===== src/rtl/cdiv_pkg.sv =====
package cdiv_pkg;
  localparam int HS_CODE_W  = 3;
  localparam int HS_RATIO_W = 4;
  localparam int N_CODE_W   = 7;
  localparam int N_RATIO_W  = N_CODE_W + 1;

  typedef struct packed {
    logic                  apply;
    logic [HS_RATIO_W-1:0] hsRatio;
    logic [N_RATIO_W-1:0]  nRatio;
  } divCmd_t;

  // Returns {legal, ratio}; illegal codes report ratio 4 and legal=0
  function automatic logic [HS_RATIO_W:0] hsDecode(input logic [HS_CODE_W-1:0] code);
    case (code)
      3'b000:  return {1'b1, 4'd4};
      3'b001:  return {1'b1, 4'd5};
      3'b010:  return {1'b1, 4'd6};
      3'b011:  return {1'b1, 4'd7};
      3'b101:  return {1'b1, 4'd9};
      3'b111:  return {1'b1, 4'd11};
      default: return {1'b0, 4'd4};
    endcase
  endfunction

  function automatic logic [N_RATIO_W-1:0] nDecode(input logic [N_CODE_W-1:0] code);
    logic [N_RATIO_W-1:0] r;
    r = {1'b0, code} + N_RATIO_W'(1);
    if (r[0] && (r != N_RATIO_W'(1))) r = r + N_RATIO_W'(1);
    return r;
  endfunction
endpackage


===== src/rtl/cdivCtrl.sv =====
module cdivCtrl
  import cdiv_pkg::*;
#(
  parameter logic [HS_CODE_W-1:0] RESET_HS_CODE = '0,
  parameter logic [N_CODE_W-1:0]  RESET_N_CODE  = '0
) (
  input  logic                 clk,
  input  logic                 rstN,
  input  logic [HS_CODE_W-1:0] hsCode,
  input  logic [N_CODE_W-1:0]  nCode,
  input  logic                 load,
  input  logic                 frameEnd,
  output divCmd_t              cmd,
  output logic                 illegalCfg
);
  localparam logic [HS_RATIO_W:0]  RST_HS_DEC = hsDecode(RESET_HS_CODE);
  localparam logic [N_RATIO_W-1:0] RST_N      = nDecode(RESET_N_CODE);

  logic [HS_RATIO_W-1:0] pendHs;
  logic [N_RATIO_W-1:0]  pendN;
  logic                  pendValid;
  logic [HS_RATIO_W:0]   hsDec;

  assign hsDec = hsDecode(hsCode);

  // Apply uses the pending set as it stood before this edge's load
  assign cmd.apply   = frameEnd && pendValid;
  assign cmd.hsRatio = pendHs;
  assign cmd.nRatio  = pendN;

  always_ff @(posedge clk) begin
    if (!rstN) begin
      pendHs     <= RST_HS_DEC[HS_RATIO_W-1:0];
      pendN      <= RST_N;
      pendValid  <= 1'b0;
      illegalCfg <= 1'b0;
    end else begin
      if (cmd.apply) pendValid <= 1'b0;
      if (load) begin
        pendValid <= 1'b1;
        pendN     <= nDecode(nCode);
        if (hsDec[HS_RATIO_W]) begin
          pendHs     <= hsDec[HS_RATIO_W-1:0];
          illegalCfg <= 1'b0;
        end else begin
          illegalCfg <= 1'b1;
        end
      end
    end
  end
endmodule


===== src/rtl/cdivCore.sv =====
module cdivCore
  import cdiv_pkg::*;
#(
  parameter logic [HS_CODE_W-1:0] RESET_HS_CODE = '0,
  parameter logic [N_CODE_W-1:0]  RESET_N_CODE  = '0
) (
  input  logic    clk,
  input  logic    rstN,
  input  divCmd_t cmd,
  output logic    frameEnd,
  output logic    clkOut
);
  localparam logic [HS_RATIO_W:0]    RST_HS_DEC = hsDecode(RESET_HS_CODE);
  localparam logic [HS_RATIO_W-1:0]  RST_HS     = RST_HS_DEC[HS_RATIO_W-1:0];
  localparam logic [N_RATIO_W-1:0]   RST_N      = nDecode(RESET_N_CODE);

  logic [HS_RATIO_W-1:0] hsR, hsNext;
  logic [N_RATIO_W-1:0]  nR, nNext;
  logic [HS_RATIO_W-1:0] preCnt, preNext;
  logic [N_RATIO_W-1:0]  postCnt, postNext;
  logic                  preWrap;
  logic                  levelNext;
  logic [HS_RATIO_W:0]   preHighLen;

  // Prescaler stage wraps every hsR cycles; fine stage counts those wraps
  assign preWrap  = (preCnt == hsR - HS_RATIO_W'(1));
  assign frameEnd = preWrap && (postCnt == nR - N_RATIO_W'(1));

  always_comb begin
    hsNext   = hsR;
    nNext    = nR;
    preNext  = preCnt + HS_RATIO_W'(1);
    postNext = postCnt;
    if (frameEnd) begin
      preNext  = '0;
      postNext = '0;
      if (cmd.apply) begin
        hsNext = cmd.hsRatio;
        nNext  = cmd.nRatio;
      end
    end else if (preWrap) begin
      preNext  = '0;
      postNext = postCnt + N_RATIO_W'(1);
    end
    preHighLen = ({1'b0, hsNext} + (HS_RATIO_W+1)'(1)) >> 1;
    if (nNext == N_RATIO_W'(1))
      levelNext = ({1'b0, preNext} < preHighLen);
    else
      levelNext = (postNext < (nNext >> 1));
  end

  always_ff @(posedge clk) begin
    if (!rstN) begin
      hsR     <= RST_HS;
      nR      <= RST_N;
      preCnt  <= RST_HS - HS_RATIO_W'(1);
      postCnt <= RST_N - N_RATIO_W'(1);
      clkOut  <= 1'b0;
    end else begin
      hsR     <= hsNext;
      nR      <= nNext;
      preCnt  <= preNext;
      postCnt <= postNext;
      clkOut  <= levelNext;
    end
  end
endmodule


===== src/rtl/cascadeClkDiv.sv =====
module cascadeClkDiv
  import cdiv_pkg::*;
#(
  parameter logic [HS_CODE_W-1:0] RESET_HS_CODE = '0,
  parameter logic [N_CODE_W-1:0]  RESET_N_CODE  = '0
) (
  input  logic                 clk,
  input  logic                 rstN,
  input  logic [HS_CODE_W-1:0] hsCode,
  input  logic [N_CODE_W-1:0]  nCode,
  input  logic                 load,
  output logic                 clkOut,
  output logic                 illegalCfg
);
  divCmd_t cmd;
  logic    frameEnd;

  cdivCtrl #(.RESET_HS_CODE(RESET_HS_CODE), .RESET_N_CODE(RESET_N_CODE)) ctrl_i (
    .clk(clk), .rstN(rstN), .hsCode(hsCode), .nCode(nCode), .load(load),
    .frameEnd(frameEnd), .cmd(cmd), .illegalCfg(illegalCfg)
  );

  cdivCore #(.RESET_HS_CODE(RESET_HS_CODE), .RESET_N_CODE(RESET_N_CODE)) core_i (
    .clk(clk), .rstN(rstN), .cmd(cmd), .frameEnd(frameEnd), .clkOut(clkOut)
  );
endmodule


===== config.mk =====
export PLATFORM = sky130hd
export DESIGN_NAME = cascadeClkDiv
export DESIGN_NICKNAME = d
export VERILOG_FILES = /design/src/rtl/cdiv_pkg.sv /design/src/rtl/cdivCtrl.sv /design/src/rtl/cdivCore.sv /design/src/rtl/cascadeClkDiv.sv
export SDC_FILE = /design/constraint.sdc
export NUM_CORES = 1
export LEC_CHECK = 0
export ABC_AREA = 1
export BUFFER_PORTS_ARGS = -buffer_cell sky130_fd_sc_hd__buf_2
export CAP_MARGIN = 20
export CORE_ASPECT_RATIO = 0.9
export CORE_MARGIN = 1.5
export CORE_UTILIZATION = 35
export CTS_CLUSTER_DIAMETER = 120
export DETAILED_ROUTE_END_ITERATION = 6
export SYNTH_ARGS = -nofsm -noshare
export SYNTH_HDL_FRONTEND = slang
export SYNTH_HIERARCHICAL = 1
export SYNTH_SLANG_ARGS = --single-unit
export TNS_END_PERCENT = 30

===== constraint.sdc =====
create_clock -name clk -period 9.05 [get_ports clk]
set_input_delay 2.715 -clock clk [delete_from_list [all_inputs] [get_ports clk]]
set_output_delay 2.715 -clock clk [all_outputs]
set_load 0.005 [all_outputs]

; ---- Word-level counts from Yosys, hierarchy flattened
; Index checks and enable logic that the tools add are counted.
[totals]
regBits = 39
input_bits = 13
word_cells = 47
[op_classes]
add_sub_neg = 7
magnitude_cmp = 2
eq_ne = 9
mux = 14
reduce_logical = 6
[op_table]
columns = operator, n
row1 = $mux W8, 5
row2 = $pmux W5 S6, 1
row3 = $add A8 B1 Y8 const B, 2
row4 = $mux W4, 4
row5 = $add A7 B1 Y8 const B, 1
row6 = $eq A8 B1 Y1 const B, 1
row7 = $eq A8 B8 Y1, 1
row8 = $lt A8 B7 Y1, 1
row9 = $ne A8 B1 Y1 const B, 1
row10 = $sub A8 B1 Y8 const B, 1
row11 = $eq A3 B2 Y1 const B, 2
row12 = $eq A3 B3 Y1 const B, 2
row13 = $add A4 B1 Y5 const B, 1
row14 = $add A4 B1 Y4 const B, 1
row15 = $eq A4 B4 Y1, 1
row16 = $lt A4 B4 Y1, 1
row17 = $mux W1, 4
row18 = $sub A4 B1 Y4 const B, 1
row19 = $eq A3 B1 Y1 const B, 1
row20 = $logic_and A1 B1 Y1, 3
row21 = $logic_not A3 Y1, 1
row22 = $reduce_and A2 Y1, 1
row23 = $reduce_bool A2 Y1, 1

; ---- Depth between registers and ports, before layout
; Gate-level depths: netlist of run 1.
[depth]
depth_word = 9
depth_mapped = 27
ltp_nobuf = 26

; ---- Hierarchy
; The synthesis of run 1 kept the hierarchy.
[by_module_without_submodules]
columns = module, instances, cells_per_inst, area_each_um2, seq_area_each_um2
row1 = cdivCore, 1, 344, 2117.0, 500.5
row2 = cdivCtrl, 1, 132, 865.8, 280.3

; ---- Worst setup path after synthesis of run 1
; Ideal clock, no wire load.
[synth_timing]
path_type = input -> register
startpoint = input nCode[0]
endpoint = register ctrl_i.pendN[4]
setup_time_ns = 0.068
arrival_ns = 3.850
required_ns = 8.982
setup_slack_ns = 5.132
cell_stages = 12
n_path_buf = 0
cell_sequence = ha_1 nand2_1 inv_1 nand3_1 nand2_2 nor2_1 nand3_2 nand2_2 nand2_2 nand2_1 nand2_1 a21oi_2
[synth_between]
elab_chain_cells = 4
elab_cells_between_ends = 5
classes_between = 2 x add/sub / 1 x eq/ne / 1 x mux / 1 x reduce/logical
[synth_lines]
columns = element, line
row1 = from (decl), cascadeClkDiv.sv:10  ; input logic [N_CODE_W-1:0] nCode,
row2 = $add A7 B1 Y8 *, cdiv_pkg.sv:28  ; r = {1'b0, code} + N_RATIO_W'(1);
row3 = "parallel branches: the longest is 2 deep, another holds $add A8 B1 Y8", -
row4 = $mux W8 *, cdiv_pkg.sv:29  ; if (r[0] && (r != N_RATIO_W'(1))) r = r + N_RATIO_W'(1);
row5 = to (signal assigned), cdivCtrl.sv:41  ; pendN <= nDecode(nCode);
row6 = to (decl), cdivCtrl.sv:20  ; logic [N_RATIO_W-1:0] pendN;
; Every way passes the cells marked *.
; A chain may end at the register's enable or synchronous reset.

==> results of run 1 <==
==> cells in the final DEF (no fill, tap or decap) <==
cell type / Yosys / final
clkinv_2: 0 / 1
o21bai_1: 1 / 1
nand3_4: 1 / 1
nand2_1: 132 / 132
nor3_1: 11 / 11
o21ai_1: 4 / 4
clkinv_1: 2 / 2
nor2_4: 3 / 3
nand2b_1: 1 / 1
nor2_1: 54 / 54
a21oi_2: 2 / 2
nand2_2: 20 / 20
inv_2: 7 / 7
o31ai_1: 1 / 1
bufinv_16: 0 / 1
a21o_1: 1 / 1
nand3_1: 34 / 34
a21oi_1: 14 / 14
o221ai_1: 2 / 2
o21ai_2: 1 / 1
nand3_2: 4 / 4
clkbuf_8: 1 / 6
and3_1: 1 / 1
xor2_1: 11 / 11
xnor2_1: 2 / 2
nand4_1: 12 / 12
inv_4: 1 / 1
ha_1: 18 / 18
or2_0: 2 / 2
buf_2: 1 / 14
nand3b_1: 2 / 2
nor2_2: 7 / 7
nor4_1: 1 / 1
inv_1: 70 / 70
dfxtp_1: 39 / 39
o21a_1: 1 / 1
o21ai_0: 9 / 9
==> cells by family (layout without fill, tap and decap cells) <==
family,after synthesis,count (layout),synth area share [%]
buffers and inverters,85,102,11.70
adder cells (fa/ha/maj),18,18,7.550
flip-flops,39,39,26.17
AO/OA/AOI/OAI,36,36,7.006
XOR/XNOR,13,13,3.817
AND/OR/NAND/NOR,285,285,43.75
==> critical path: stages (launching register included) <==
cell and delay [ps]:
dfxtp_1 400, inv_2 50, ha_1 280, inv_1 40
nand2_1 50, nand2_1 60, nor2_1 90, nand3_1 110
nor2_4 230, nand2_1 80, nor2_1 180, nand2_1 70
inv_1 70, nand2_1 50, inv_1 260, nand3_4 240
or2_0 270, o21ai_2 80, inv_2 60, ha_1 220
xor2_1 170, ha_1 280, a21oi_1 140, nor2_1 50
a21oi_1 180, nand4_1 170, a21oi_2 160
==> path summary, 6_finish.rpt <==
| check | end | from | cells past startpoint | slack [ps] |
|---|---|---|---|---|
| max | core_i/clkOut$_SDFF_PN0_ | core_i/hsR[1]$_SDFF_PN0_ | 26 | 4890 |
| min | ctrl_i/pendHs[2]$_SDFFE_PN1P_ | ctrl_i/pendHs[2]$_SDFFE_PN1P_ | 2 | 450 |
| max reg2reg | core_i/clkOut$_SDFF_PN0_ | core_i/hsR[1]$_SDFF_PN0_ | 26 | 4890 |
| min reg2reg | ctrl_i/pendHs[2]$_SDFFE_PN1P_ | ctrl_i/pendHs[2]$_SDFFE_PN1P_ | 2 | 450 |
==> per-layer routing <==
layer	share of wire, %	wire [microns]
met1	52	3416
met2	44	2941
met3	3.2	212
met4	0.80	53
met5	0	0
==> sequential cells by signal, indices dropped and copies added (netlist names) <==
name and flops:
core_i/clkOut 1, ctrl_i/pendN 8, core_i/preCnt 4, ctrl_i/illegalCfg 1, core_i/postCnt 8, ctrl_i/pendHs 4
ctrl_i/pendValid 1, core_i/hsR 4, core_i/nR 8
==> final cells by class <==
cell class / instances / area share (%)
Inverter: 80 / 9.322
Multi-Input combinational cell: 352 / 57.05
Tap cell: 99 / 3.814
Sequential cell: 39 / 24.04
Clock inverter: 2 / 1.079
Timing Repair Buffer: 14 / 2.157
Clock buffer: 6 / 2.542
==> power breakdown <==
group,internal [mW],switching [mW]
clock network,0.0892,0.0586
registers,0.195,0.0226
logic,0.160,0.308
==> stage by stage <==
step	utilization (%)	worst slack, ps	instances
after floorplan	-	5132	476
after global placement	38.43	4889	584
after detailed placement	38.43	4821	584
after CTS	39.88	4910	592
after global routing	39.88	4509	592
final	39.88	4895	592
==> impl_metrics.yaml, run 1 <==
timing:
  skew_ps: 4.884
  finalSetupTns_ps: 0
  slew_violations: 0
  slew_headroom_pct: 47.67
  clock.fmax_mhz: 240.7
  finalSetupViolCount: 0
  worst_pin_slew_ps: 784.1
  finalCritPeriodShare_pct: 45.91
  whs_ps: 454.4
  hold_violations: 0
  post-route-min-period_ps: 4155
  rsz0062_at_grt: "false"
worst_setup_path:
  cp-start-kind: "flop"
  path_class: "reg2reg"
  crit_arrival_ps: 4370
  worstSetupEndpointType: "flop"
  cp.required_ps: 9260
  worstPathMaxFanout: 12
layout:
  final_cell_area_sq_um: 3248
  nFillCells: 866
  multi_input_area_sq_um: 1853
  synthToLayoutAreaGrowth_pct: 8.893
  seqCellArea_sq_um: 780.7
  fin_nets: 523
  drive_above_1_share_pct: 13.79
  diodes: 0
floorplan:
  floorplan.initialDensity_pct: 36.62
  dieArea_sq_um: 9086
  die_height_microns: 90.58
  die-width_microns: 100.3
  fp-row-count: 31
  num_io_pins: 15
  coreArea_sq_um: 8145
yosys:
  synth.distinct_cells: 38
  synth-edff-count: 0
  ys_warn_count: 6
  yosysTopAreaCellShare_pct: 26.17
  synth-seq-cells: 39
  syn_area_sq_um: 2983
  yosys.area.top_type: "dfxtp_1"
  synth_fp_nets: 507
  synth_cells: 476
  yosys-top-cells-area: "dfxtp_1 26%, nand2_1 17%, inv_1 8.8%"
  async_reset_ff_share_pct: 0
  synth_most_common_cell: "nand2_1"
  ys_seq_area_share_pct: 26.17
  yosys_most_used_dff: "dfxtp_1"
  avgSynthCellArea_sq_um: 6.267
  synth_common_cells: "132 x nand2_1, 70 x inv_1, 54 x nor2_1"
power:
  power_density_nw_per_um2: 256.8
  ir_worst_vdd_uv: 81.67
  report.power.total_uw: 834.2
  p_leak_nw: 1.707
hold_path:
  hp-class: "reg2reg"
cts:
  cts_resized: 0
  clk_pin_slew_worst_paths_ps: 80
  cts.sinks: 39
  clkLatencyLatePin_ps: 290
  cts_hold_buf: 0
  cts_setup_buffers: 0
  cts_buffer_depth: 2
  cts_tree: "done"
  cts_made_buffers: 5
  htree_num_levels: 2
  root_buffer: "clkbuf_8"
routing:
  viasPerCell: 4.792
  post-route-drc-count: 0
  antenna_left: 0
  wl_mm: 6.624
  drtPass1Iterations: 4
  vias: 2837
  drtIter0Drc: 110
  wl_per_cell_microns: 11.19
global_routing:
  grt_use_total_pct: 15.29
  grt_use_met2_pct: 24.77
  overflow: 0
  use_met1_pct: 21.08
  antenna_found_initial: 0
  grt_max_degree: 22
  grt_pass1_vias: 2549
  grt_pass1_wl_mm: 11.32
  grt-busiest-layer: "met2"
  use_met3_pct: 2.322
placed_design:
  place_hpwl_mm: 5.393
  dpl_cell_area_sq_um: 3131
  portBuffers: 14
  place_congestion: 0.8463
job:
  max_cap_viol_count: 0
status:
  outcome: "finished, final reports clean"
Power figures use the tool's default switching activity.
==> inputs of run 2 (changes only) <==
==> constraint.sdc (replaced) <==
create_clock -name clk -period 4 [get_ports clk]
set_input_delay 1.2 -clock clk [delete_from_list [all_inputs] [get_ports clk]]
set_output_delay 1.2 -clock clk [all_outputs]
set_load 0.005 [all_outputs]
==> impl_metrics.yaml, run 2 (synthesized netlist as in run 1, its figures left out) <==
layout:
  synthToLayoutAreaGrowth_pct: 8.515
  layout_commonest_cell: "nand2_1"
  nFillCells: 867
  fin_nets: 525
  diodes: 0
  reg.largest.list: "core_i/nR (8), core_i/postCnt (8), ctrl_i/pendN (8)"
  mostFrequentLayoutCells: "132 x nand2_1, 70 x inv_1, 53 x nor2_1"
  drive_above_1_share_pct: 14.55
power:
  power_density_nw_per_um2: 565.5
  ir_worst_vdd_uv: 186.6
  p_leak_nw: 1.696
floorplan:
  floorplan.initialDensity_pct: 36.62
  fp-row-count: 31
  die_height_microns: 90.58
  die-width_microns: 100.3
  dieArea_sq_um: 9086
  num_io_pins: 15
  coreArea_sq_um: 8145
timing:
  finalCritPeriodShare_pct: 90.83
  slew_headroom_pct: 52.15
  rsz0062_at_grt: "false"
  skew_ps: 9.163
  whs_ps: 454.2
  slew_violations: 0
  hold_violations: 0
  finalSetupViolCount: 0
  worst_pin_slew_ps: 716.9
  post-route-min-period_ps: 3633
  clock.fmax_mhz: 275.2
  finalSetupTns_ps: 0
cts:
  cts_buffer_depth: 2
  root_buffer: "clkbuf_8"
  cts_made_buffers: 5
  htree_num_levels: 2
  cts_hold_buf: 0
  cts_tree: "done"
  clk_pin_slew_worst_paths_ps: 80
  clkLatencyLatePin_ps: 290
  cts.sinks: 39
hold_path:
  hp-class: "reg2reg"
  min_path_cells: 2
global_routing:
  grt_use_total_pct: 15.75
  overflow: 0
  grt_pass1_wl_mm: 11.40
  grt_max_degree: 22
  antenna_found_initial: 0
  grt_pass1_vias: 2541
routing:
  viasPerCell: 4.715
  wl_per_cell_microns: 11.40
  post-route-drc-count: 0
  wl_mm: 6.772
  vias: 2801
  antenna_left: 0
  drtIter0Drc: 103
  drtPass1Iterations: 4
worst_setup_path:
  crit_family: "simple AND/OR/NAND/NOR gates"
  r2r-start: "core_i/nR[1]$_SDFF_PN0_"
  path_buf_inv: 5
  cp_slowest_stage_delay_ps: 350
  r2r_slack_ps: 370
  worstPathMaxFanout: 12
  crit_end: "core_i/clkOut$_SDFF_PN0_"
  crit_arrival_ps: 3860
  worst-path-stages: 26
  path_class: "reg2reg"
  cp-start-kind: "flop"
  reg2regPathDepth: 26
  timing.rr.end: "core_i/clkOut$_SDFF_PN0_"
  cp.required_ps: 4220
  worstSetupEndpointType: "flop"
  cp-startpoint: "core_i/nR[1]$_SDFF_PN0_"
  cp_common_cell: "nand2_1"
  crit_path_top_delay_cell: "dfxtp_1"
placed_design:
  portBuffers: 14
  place_congestion: 0.8837
  place_hpwl_mm: 5.587
job:
  max_cap_viol_count: 0
status:
  outcome: "finished, final reports clean"
==> run 2: cell type report <==
class | instances | area [sq um] | area share [%]
Clock inverter | 2 | 12.51 | 0.3865
Clock buffer | 6 | 72.57 | 2.242
Inverter | 80 | 302.8 | 9.354
Timing Repair Buffer | 16 | 85.08 | 2.629
Sequential cell | 39 | 782.0 | 24.16
Tap cell | 99 | 123.9 | 3.827
Multi-Input combinational cell | 352 | 1858 | 57.40
==> run 2: how the worst min path moves through the flow <==
| stage | slack (ps) | from | endpoint |
|---|---|---|---|
| floorplan | 430 | ctrl_i/pendHs[0]$_SDFFE_PN0P_ | ctrl_i/pendHs[0]$_SDFFE_PN0P_ |
| global placement | 450 | ctrl_i/pendHs[2]$_SDFFE_PN1P_ | ctrl_i/pendHs[2]$_SDFFE_PN1P_ |
| detailed placement | 450 | ctrl_i/pendHs[2]$_SDFFE_PN1P_ | ctrl_i/pendHs[2]$_SDFFE_PN1P_ |
| CTS | 460 | ctrl_i/pendHs[2]$_SDFFE_PN1P_ | ctrl_i/pendHs[2]$_SDFFE_PN1P_ |
| global route | 500 | ctrl_i/pendHs[2]$_SDFFE_PN1P_ | ctrl_i/pendHs[2]$_SDFFE_PN1P_ |
| finish | 450 | ctrl_i/pendHs[2]$_SDFFE_PN1P_ | ctrl_i/pendHs[2]$_SDFFE_PN1P_ |
==> run 2: report_power, final <==
| group | internal (mW) | switching (mW) | leakage, nW |
|---|---|---|---|
| Sequential | 0.442 | 0.0522 | 0.319 |
| Combinational | 0.378 | 0.697 | 1.34 |
| Clock | 0.122 | 0.139 | 0.0412 |
==> run 2: worst register-to-register path: stages, from the launching register on <==
cell and delay [ps]:
dfxtp_1 350, inv_1 90, ha_2 330, inv_1 40, nand2_1 70, nand2_1 50
nor2_1 120, nand3_1 90, nor2_1 100, nand2_1 70, nor2_2 120, nand2_1 70
inv_1 70, nand2_1 50, inv_1 100, nand3_4 170, or2_0 270, o21ai_2 90
inv_2 60, ha_1 220, xor2_1 180, ha_1 280, a21oi_1 150, nor2_1 50
a21oi_1 120, nand4_1 130, a21oi_2 140
==> run 2: per-stage QoR <==
| stage | std cells | worst slack, ps | total power [mW] | util (%) | instance area (sq um) |
|---|---|---|---|---|---|
| CTS | 594 | 296.8 | 1.836 | 39.66 | 3231 |
| finish | 594 | 366.7 | 1.830 | 39.74 | 3237 |
| global placement | 586 | 481.6 | 1.560 | 38.62 | 3146 |
| global route | 594 | 28.59 | 2.019 | 39.74 | 3237 |
| detailed placement | 586 | 329.0 | 1.570 | 38.62 | 3146 |
| floorplan | 476 | 618.2 | 1.326 | - | 2983 |
==> run 2: what timing repair did <==
action                     in CTS  in global routing
setup buffers                   0                  0
setup endpoints to repair       0                  1
gates resized for setup         0                  3
==> run 2: routing by layer <==
| layer | wire length [microns] | global-route usage (%) | vias to the layer above |
|---|---|---|---|
| met5 | 0 | 0 | - |
| met4 | 78 | 4.460 | 0 |
| met3 | 175 | 2.632 | 7 |
| met2 | 3062 | 26.02 | 33 |
| met1 | 3455 | 21.00 | 1230 |
| li1 | - | - | 1531 |
